===== src/rtl/dual_rail_pkg.sv =====
package dual_rail_pkg;
  localparam int NUM_RAILS = 2;
  localparam int SYNC_W    = NUM_RAILS + 2;
  // synchronizer lane order
  localparam int LANE_POR  = NUM_RAILS + 1;
  localparam int LANE_MR   = NUM_RAILS;

  function automatic int cnt_width(input int cycles);
    return $clog2(cycles + 1);
  endfunction
endpackage


===== src/rtl/dr_sync2.sv =====
module dr_sync2 #(
  parameter int W = 1,
  parameter logic [W-1:0] RST_VAL = '0
) (
  input  logic         clk,
  input  logic         rst,
  input  logic [W-1:0] d,
  output logic [W-1:0] q
);
  logic [W-1:0] meta_q;

  always_ff @(posedge clk) begin
    if (rst) begin
      meta_q <= RST_VAL;
      q      <= RST_VAL;
    end else begin
      meta_q <= d;
      q      <= meta_q;
    end
  end
endmodule


===== src/rtl/dr_glitch_filt.sv =====
module dr_glitch_filt
  import dual_rail_pkg::*;
#(
  parameter int CYCLES = 2500
) (
  input  logic clk,
  input  logic rst,
  input  logic clr,
  input  logic smp,
  output logic q
);
  localparam int CW = cnt_width(CYCLES);
  localparam logic [CW-1:0] LAST = CW'(CYCLES - 1);

  logic [CW-1:0] run_q;

  always_ff @(posedge clk) begin
    if (rst || clr) begin
      q     <= 1'b0;
      run_q <= '0;
    end else if (smp != q) begin
      if (run_q == LAST) begin
        q     <= smp;
        run_q <= '0;
      end else begin
        run_q <= run_q + 1'b1;
      end
    end else begin
      run_q <= '0;
    end
  end
endmodule


===== src/rtl/dr_release_timer.sv =====
module dr_release_timer
  import dual_rail_pkg::*;
#(
  parameter int CYCLES = 37_500_000
) (
  input  logic clk,
  input  logic rst,
  input  logic good,
  output logic done
);
  localparam int CW = cnt_width(CYCLES);
  localparam logic [CW-1:0] LAST = CW'(CYCLES - 1);

  logic [CW-1:0] cnt_q;

  always_ff @(posedge clk) begin
    if (rst || !good) begin
      cnt_q <= '0;
      done  <= 1'b0;
    end else if (!done) begin
      if (cnt_q == LAST) done  <= 1'b1;
      else               cnt_q <= cnt_q + 1'b1;
    end
  end
endmodule


===== src/rtl/dual_rail_supervisor.sv =====
module dual_rail_supervisor
  import dual_rail_pkg::*;
#(
  parameter int DEGLITCH_CYCLES = 2500,
  parameter int RELEASE_CYCLES  = 37_500_000
) (
  input  logic clk,
  input  logic rst,
  input  logic por_ok_i,
  input  logic rail_a_ok_i,
  input  logic rail_b_ok_i,
  input  logic man_rst_i,
  output logic pull_o
);
  // manual reset lane presets high: an open input reads as asserted
  localparam logic [SYNC_W-1:0] SYNC_RST = SYNC_W'(1) << LANE_MR;

  logic [SYNC_W-1:0]    sync_q;
  logic [NUM_RAILS-1:0] rail_s;
  logic [NUM_RAILS-1:0] rail_ok_f;
  logic                 por_s;
  logic                 mr_s;
  logic                 all_good;
  logic                 rel_done;

  dr_sync2 #(.W(SYNC_W), .RST_VAL(SYNC_RST)) sync_i (
    .clk (clk),
    .rst (rst),
    .d   ({por_ok_i, man_rst_i, rail_b_ok_i, rail_a_ok_i}),
    .q   (sync_q)
  );

  assign rail_s = sync_q[NUM_RAILS-1:0];
  assign mr_s   = sync_q[LANE_MR];
  assign por_s  = sync_q[LANE_POR];

  for (genvar i = 0; i < NUM_RAILS; i++) begin : g_filt
    dr_glitch_filt #(.CYCLES(DEGLITCH_CYCLES)) filt_i (
      .clk (clk),
      .rst (rst),
      .clr (!por_s),
      .smp (rail_s[i]),
      .q   (rail_ok_f[i])
    );
  end

  assign all_good = por_s && (&rail_ok_f) && !mr_s;

  dr_release_timer #(.CYCLES(RELEASE_CYCLES)) timer_i (
    .clk  (clk),
    .rst  (rst),
    .good (all_good),
    .done (rel_done)
  );

  always_ff @(posedge clk) begin
    if (rst) pull_o <= 1'b1;
    else     pull_o <= !(all_good && rel_done);
  end
endmodule


===== config.mk =====
export PLATFORM = sky130hd
export DESIGN_NAME = dual_rail_supervisor
export DESIGN_NICKNAME = d
export VERILOG_FILES = /design/src/rtl/dual_rail_pkg.sv /design/src/rtl/dr_sync2.sv /design/src/rtl/dr_glitch_filt.sv /design/src/rtl/dr_release_timer.sv /design/src/rtl/dual_rail_supervisor.sv
export SDC_FILE = /design/constraint.sdc
export NUM_CORES = 1
export LEC_CHECK = 0
export BUFFER_PORTS_ARGS = -buffer_cell sky130_fd_sc_hd__buf_2
export CAP_MARGIN = 20
export CORE_ASPECT_RATIO = 0.8
export CORE_MARGIN = 4
export CORE_UTILIZATION = 25
export DETAILED_ROUTE_END_ITERATION = 7
export SKIP_LAST_GASP = 1
export SLEW_MARGIN = 20
export SYNTH_ARGS = -nofsm -noshare
export SYNTH_HDL_FRONTEND = slang
export SYNTH_HIERARCHICAL = 1
export SYNTH_SLANG_ARGS = --single-unit

===== constraint.sdc =====
create_clock -name clk -period 2.02 [get_ports clk]
set_input_delay 0.404 -clock clk [delete_from_list [all_inputs] [get_ports clk]]
set_output_delay 0.404 -clock clk [all_outputs]
set_load 0.05 [all_outputs]

== After elaboration in Yosys (flattened, before gate mapping) ==
Index checks and enable logic that the tools add are counted.

* Muxes and demuxes: 2
* Equality and inequality tests: 5
* Reductions and logical operators: 15
* Bitwise gates (word level): 4
* $add $sub $neg: 3

{| class="wikitable"
|+ Operator list
! operator !! count
|-
| 26-bit by 1-bit adder with 26-bit output (second input constant) || 1
|-
| 26-bit equality test (second input constant) || 1
|-
| 12-bit by 1-bit adder with 12-bit output (second input constant) || 2
|-
| 12-bit equality test (second input constant) || 2
|-
| 2-bit AND reduction || 4
|-
| 3-bit OR reduction || 2
|-
| 1-bit logical NOT || 4
|-
| 1-bit NOT || 4
|-
| 1-bit logical AND || 3
|-
| 1-bit logical OR || 2
|-
| 1-bit two-way mux || 2
|-
| 1-bit != test || 2
|}

* Logic and storage cells: 38
* Input port bits: 6
* Output and inout port bits: 1
* Bits in registers: 62

== Logic depth before layout (Yosys ltp) ==
* Depth in word-level cells: 5
* Mapped depth: 7
* Mapped depth without buffers: 6

== Modules after synthesis ==
The synthesis kept the hierarchy.

{| class="wikitable"
|+ Modules (own cells, without submodules)
! module !! seq. area each (µm²) !! cells an instance !! instances !! area an instance (µm²)
|-
| dr_release_timer || 540.5 || 157 || 1 || 1310.0
|-
| dr_glitch_filt || 260.2 || 59 || 2 || 573.0
|-
| dr_sync2 || 160.2 || 16 || 1 || 210.2
|-
| dual_rail_supervisor || 20.0 || 4 || 1 || 41.3
|}

== Worst setup path before layout ==
No wires, ideal clock.

* Path type: reg-to-reg
* Start: register timer_i.cnt_q[5]
* End: register timer_i.cnt_q[25]
* Clock period less this slack: 1.740 ns
* Path buffers: 0
* Stages on the path, launching flop included: 6
* Slack: 0.280 ns
* Data arrival time: 1.670 ns
* Required time: 1.950 ns
* Library setup time: 0.070 ns
* Path through: dfxtp_1 -> nand4_2 -> or3_1 -> or3_1 -> or3_1 -> a21oi_1

* Word-level cells in the longest chain between the ends: 3
* Elaborated cells on any way between the ends: 4
* Classes of those cells: add/sub (1); eq/ne (1); bitwise (1); reduce/logical (1)

{| class="wikitable"
|+ RTL lines
! item !! line !! text
|-
| start: declaration || dr_release_timer.sv:14 || <nowiki>logic [CW-1:0] cnt_q;</nowiki>
|-
| start signal: assignment || dr_release_timer.sv:22 || <nowiki>else cnt_q <= cnt_q + 1'b1;</nowiki>
|-
| parallel branches: the longest is 3 deep, another holds 26-bit by 1-bit adder with 26-bit output || - ||
|}

Several ways; the timed one is not identified.
A chain may end at the register's enable or synchronous reset.

== Worst setup path in the final report ==
* Start: register timer_i.cnt_q[4]
* End: register timer_i.cnt_q[0]

* Word-level cells in the longest chain between the ends: 3

{| class="wikitable"
|+ RTL lines
! item !! line !! text
|-
| 26-bit equality test || dr_release_timer.sv:21 || <nowiki>if (cnt_q == LAST) done <= 1'b1;</nowiki>
|-
| 1-bit NOT (no line) || - ||
|-
| 2-bit AND reduction (no line) || - ||
|}

No other way between the ends.

==> impl_metrics.py <==
metrics = {
    "clock_tree": {
        "numCtsBuffers": 9,
        "insertion_delay_ns": 0.32,
        "clk_path_buf_depth": 2,
        "postCtsResizedCells": 0,
        "root_buffer": "clkbuf_16",
        "cts-hold-fix-buffers": 0,
        "cts.sinks": 62,
        "tritoncts": "built",
        "path_clk_slew_ns": 0.05,
        "htree_levels": 3,
        "post_cts_buffers": 0,
    },
    "die": {
        "rows": 33,
        "die_w_um": 124,
        "io_pins": 7,
        "dieArea_mm2": 0.0126,
        "core_mm2": 0.0104,
        "initial_core_util_pct": 26.0,
        "die_h_um": 101,
    },
    "final_layout": {
        "layout.nets": 319,
        "fillerInstances": 1096,
        "final_cell_mix": "dfxtp_1 (59), nor2_1 (36), xor2_1 (25)",
        "final_common_cell": "dfxtp_1",
        "final_area_mm2": 0.00324,
        "synthToLayoutAreaGrowth_pct": 19.6,
        "post-route-util_pct": 31.1,
        "finalNonFillerCells": 455,
        "drive_gt1_share_pct": 14.6,
        "diodes": 0,
    },
    "yosys": {
        "avgSynthCellArea_um2": 9.18,
        "synth_cell_types": 41,
        "synth_top_area_share_pct": 45.8,
        "synthTopCellsByArea": "dfxtp_1 (46%), xor2_1 (8.1%), nor2_1 (5.0%), nand3_1 (3.9%), xnor2_1 (3.9%)",
        "syn_inst": 295,
        "yosysSeqAreaShare_pct": 45.8,
        "ys_seq_elements": 62,
        "ys.warnings.count": 6,
        "syn_nets": 304,
        "syn-cell-area_mm2": 0.00271,
        "synth_area_leader_cell": "dfxtp_1",
        "synth_edf_count": 0,
        "synthFlopType": "dfxtp_1",
        "ys_async_sr_fraction_pct": 0,
    },
    "sta": {
        "setup_viol": 0,
        "slew_headroom_pct": 64.1,
        "rsz0062_at_grt": "false",
        "setup_slack_ns": 0.100,
        "max_freq_ghz": 0.521,
        "hold_viol": 0,
        "finalCritPeriodShare_pct": 95.0,
        "drv_slew": 0,
        "tns_ns": 0,
        "fin_skew_ns": 0.00568,
        "finalCriticalPeriod_ns": 1.92,
        "tightest_slew_ns": 0.539,
        "hold_ws_ns": 0.256,
    },
    "pwr": {
        "p_sw_share_pct": 19.3,
        "power_density_mw_per_mm2": 864,
        "max-vdd-ir-drop_uv": 465,
        "finalPower_mw": 2.80,
        "p_int_mw": 2.26,
        "p_switching_mw": 0.539,
        "pwr-share-seq_pct": 44.1,
        "leakage_nw": 1.10,
        "combPwrFrac_pct": 0.7,
        "clockPowerShare_pct": 55.2,
    },
    "place": {
        "place_ws_ns": 0.0895,
        "place_congestion": 0.790,
        "dp.cells": 439,
        "place_area_mm2": 0.00292,
        "hpwl_mm": 3.44,
        "port_buffers": 6,
    },
    "status": {
        "status": "finished clean",
    },
    "drt": {
        "drt_pre_antenna_iters": 4,
        "vias_per_cell": 4.48,
        "vias": 2039,
        "routed_wl_mm": 5.01,
        "postRouteAntennaNets": 0,
        "drcViolationCount": 0,
        "wl_per_cell_um": 11.0,
        "drt_iter0_drc": 96,
    },
    "setup_path": {
        "cp.arrival_ns": 2.11,
        "slowest_delay_ns": 0.72,
        "endpoint_kind": "flop",
        "critPathMaxFanout": 7,
        "cp_slowest_cell": "or4_1",
        "critPathRequiredTime_ns": 2.21,
        "worstSetupStartpointType": "flop",
        "path_class": "flop to flop",
        "cp_cell_sequence": "nand2_1, or4_1, o21bai_2, xor2_1, nor2_1",
    },
    "grt": {
        "grt_max_degree": 15,
        "antenna_found_initial": 0,
        "grtUsageTotal_pct": 8.57,
        "grt_pass1_wl_mm": 8.86,
        "overflow": 0,
        "grt_pass1_vias": 1942,
    },
    "flow_run": {
        "maxCapViolations": 0,
    },
    "hold_path": {
        "worstHoldPathType": "primary input to flop",
    },
}
[path summary, 6_finish.rpt]
kind / slack [ns] / depth (start not counted) / end / from
max: 0.10 / 5 / timer_i/cnt_q[0] / timer_i/cnt_q[4]
min reg2reg: 0.41 / 1 / sync_i/q[2] / sync_i/meta_q[2]
max reg2reg: 0.10 / 5 / timer_i/cnt_q[0] / timer_i/cnt_q[4]
min: 0.26 / 2 / sync_i/meta_q[2] / man_rst_i
[worst max-delay path, delay by kind of cell (launching register included)]
kind	cells	cell delay [ns]
xor gates and xnor gates	1	0.18
AOI/OAI and AO/OA	1	0.32
DFF	1	0.40
and+or+nand+nor	3	0.89
[synthesized netlist by cell type (2+ instances only)]
master	n
or3_1	5
nand4_1	8
clkbuf_1	6
and3_1	4
nor2_2	2
o211ai_1	6
nand4_2	3
nor3_1	6
and4_1	5
buf_4	2
inv_1	4
nor4b_1	3
o21ai_0	4
nand2_1	23
nor2b_1	7
o21ai_1	2
dfxtp_1	62
mux2i_1	2
nor4_1	8
or4_1	6
nand3_1	21
or2_1	2
buf_2	2
xor2_1	25
buf_6	2
and2_1	4
nor2_1	36
o2111ai_1	2
a21oi_1	4
ha_1	3
nand2b_1	3
and4b_1	2
nor4b_2	2
xnor2_1	12
[sequential cells by signal, indices dropped and copies added (netlist names)]
name / count
g_filt.filt_i/q: 2
g_filt.filt_i/run_q: 24
pull_o: 1
sync_i/meta_q: 4
sync_i/q: 4
timer_i/cnt_q: 26
timer_i/done: 1
[power groups by stage]
stage / sequential [mW] / combinational, mW / clock, mW
floorplan: 1.26 / 0.00889 / 0
global placement: 1.26 / 0.0183 / 0
detailed placement: 1.26 / 0.0189 / 0
CTS: 1.23 / 0.0189 / 1.59
global route: 1.23 / 0.0220 / 1.66
finish: 1.23 / 0.0185 / 1.55
[layout make-up]
| type | count | area [um^2] | area share [%] |
|---|---|---|---|
| Clock buffer | 11 | 253 | 7.80 |
| Clock inverter | 5 | 57.6 | 1.78 |
| Inverter | 4 | 15.0 | 0.463 |
| Multi-Input combinational cell | 217 | 1390 | 42.9 |
| Sequential cell | 62 | 1240 | 38.4 |
| Tap cell | 140 | 175 | 5.41 |
| Timing Repair Buffer | 16 | 105 | 3.24 |
[cell families after synthesis]
| family | share of synthesized area, % |
|---|---|
| simple gates | 32.1 |
| flops | 45.8 |
| xor+xnor | 12.0 |
| compound gates | 4.85 |
| buf+inv | 3.14 |
| fa+ha+maj | 1.39 |
| mux | 0.739 |
[layer usage]
metal | up-vias | part of all wire (%) | global-route usage [%]
li1 | 1065 | - | -
met1 | 940 | 53 | 11.3
met2 | 27 | 43 | 12.9
met3 | 7 | 3.0 | 2.60
met4 | 0 | 1.6 | 4.13
met5 | - | 0 | 0
Note: power is estimated with default switching activity, not from simulation.
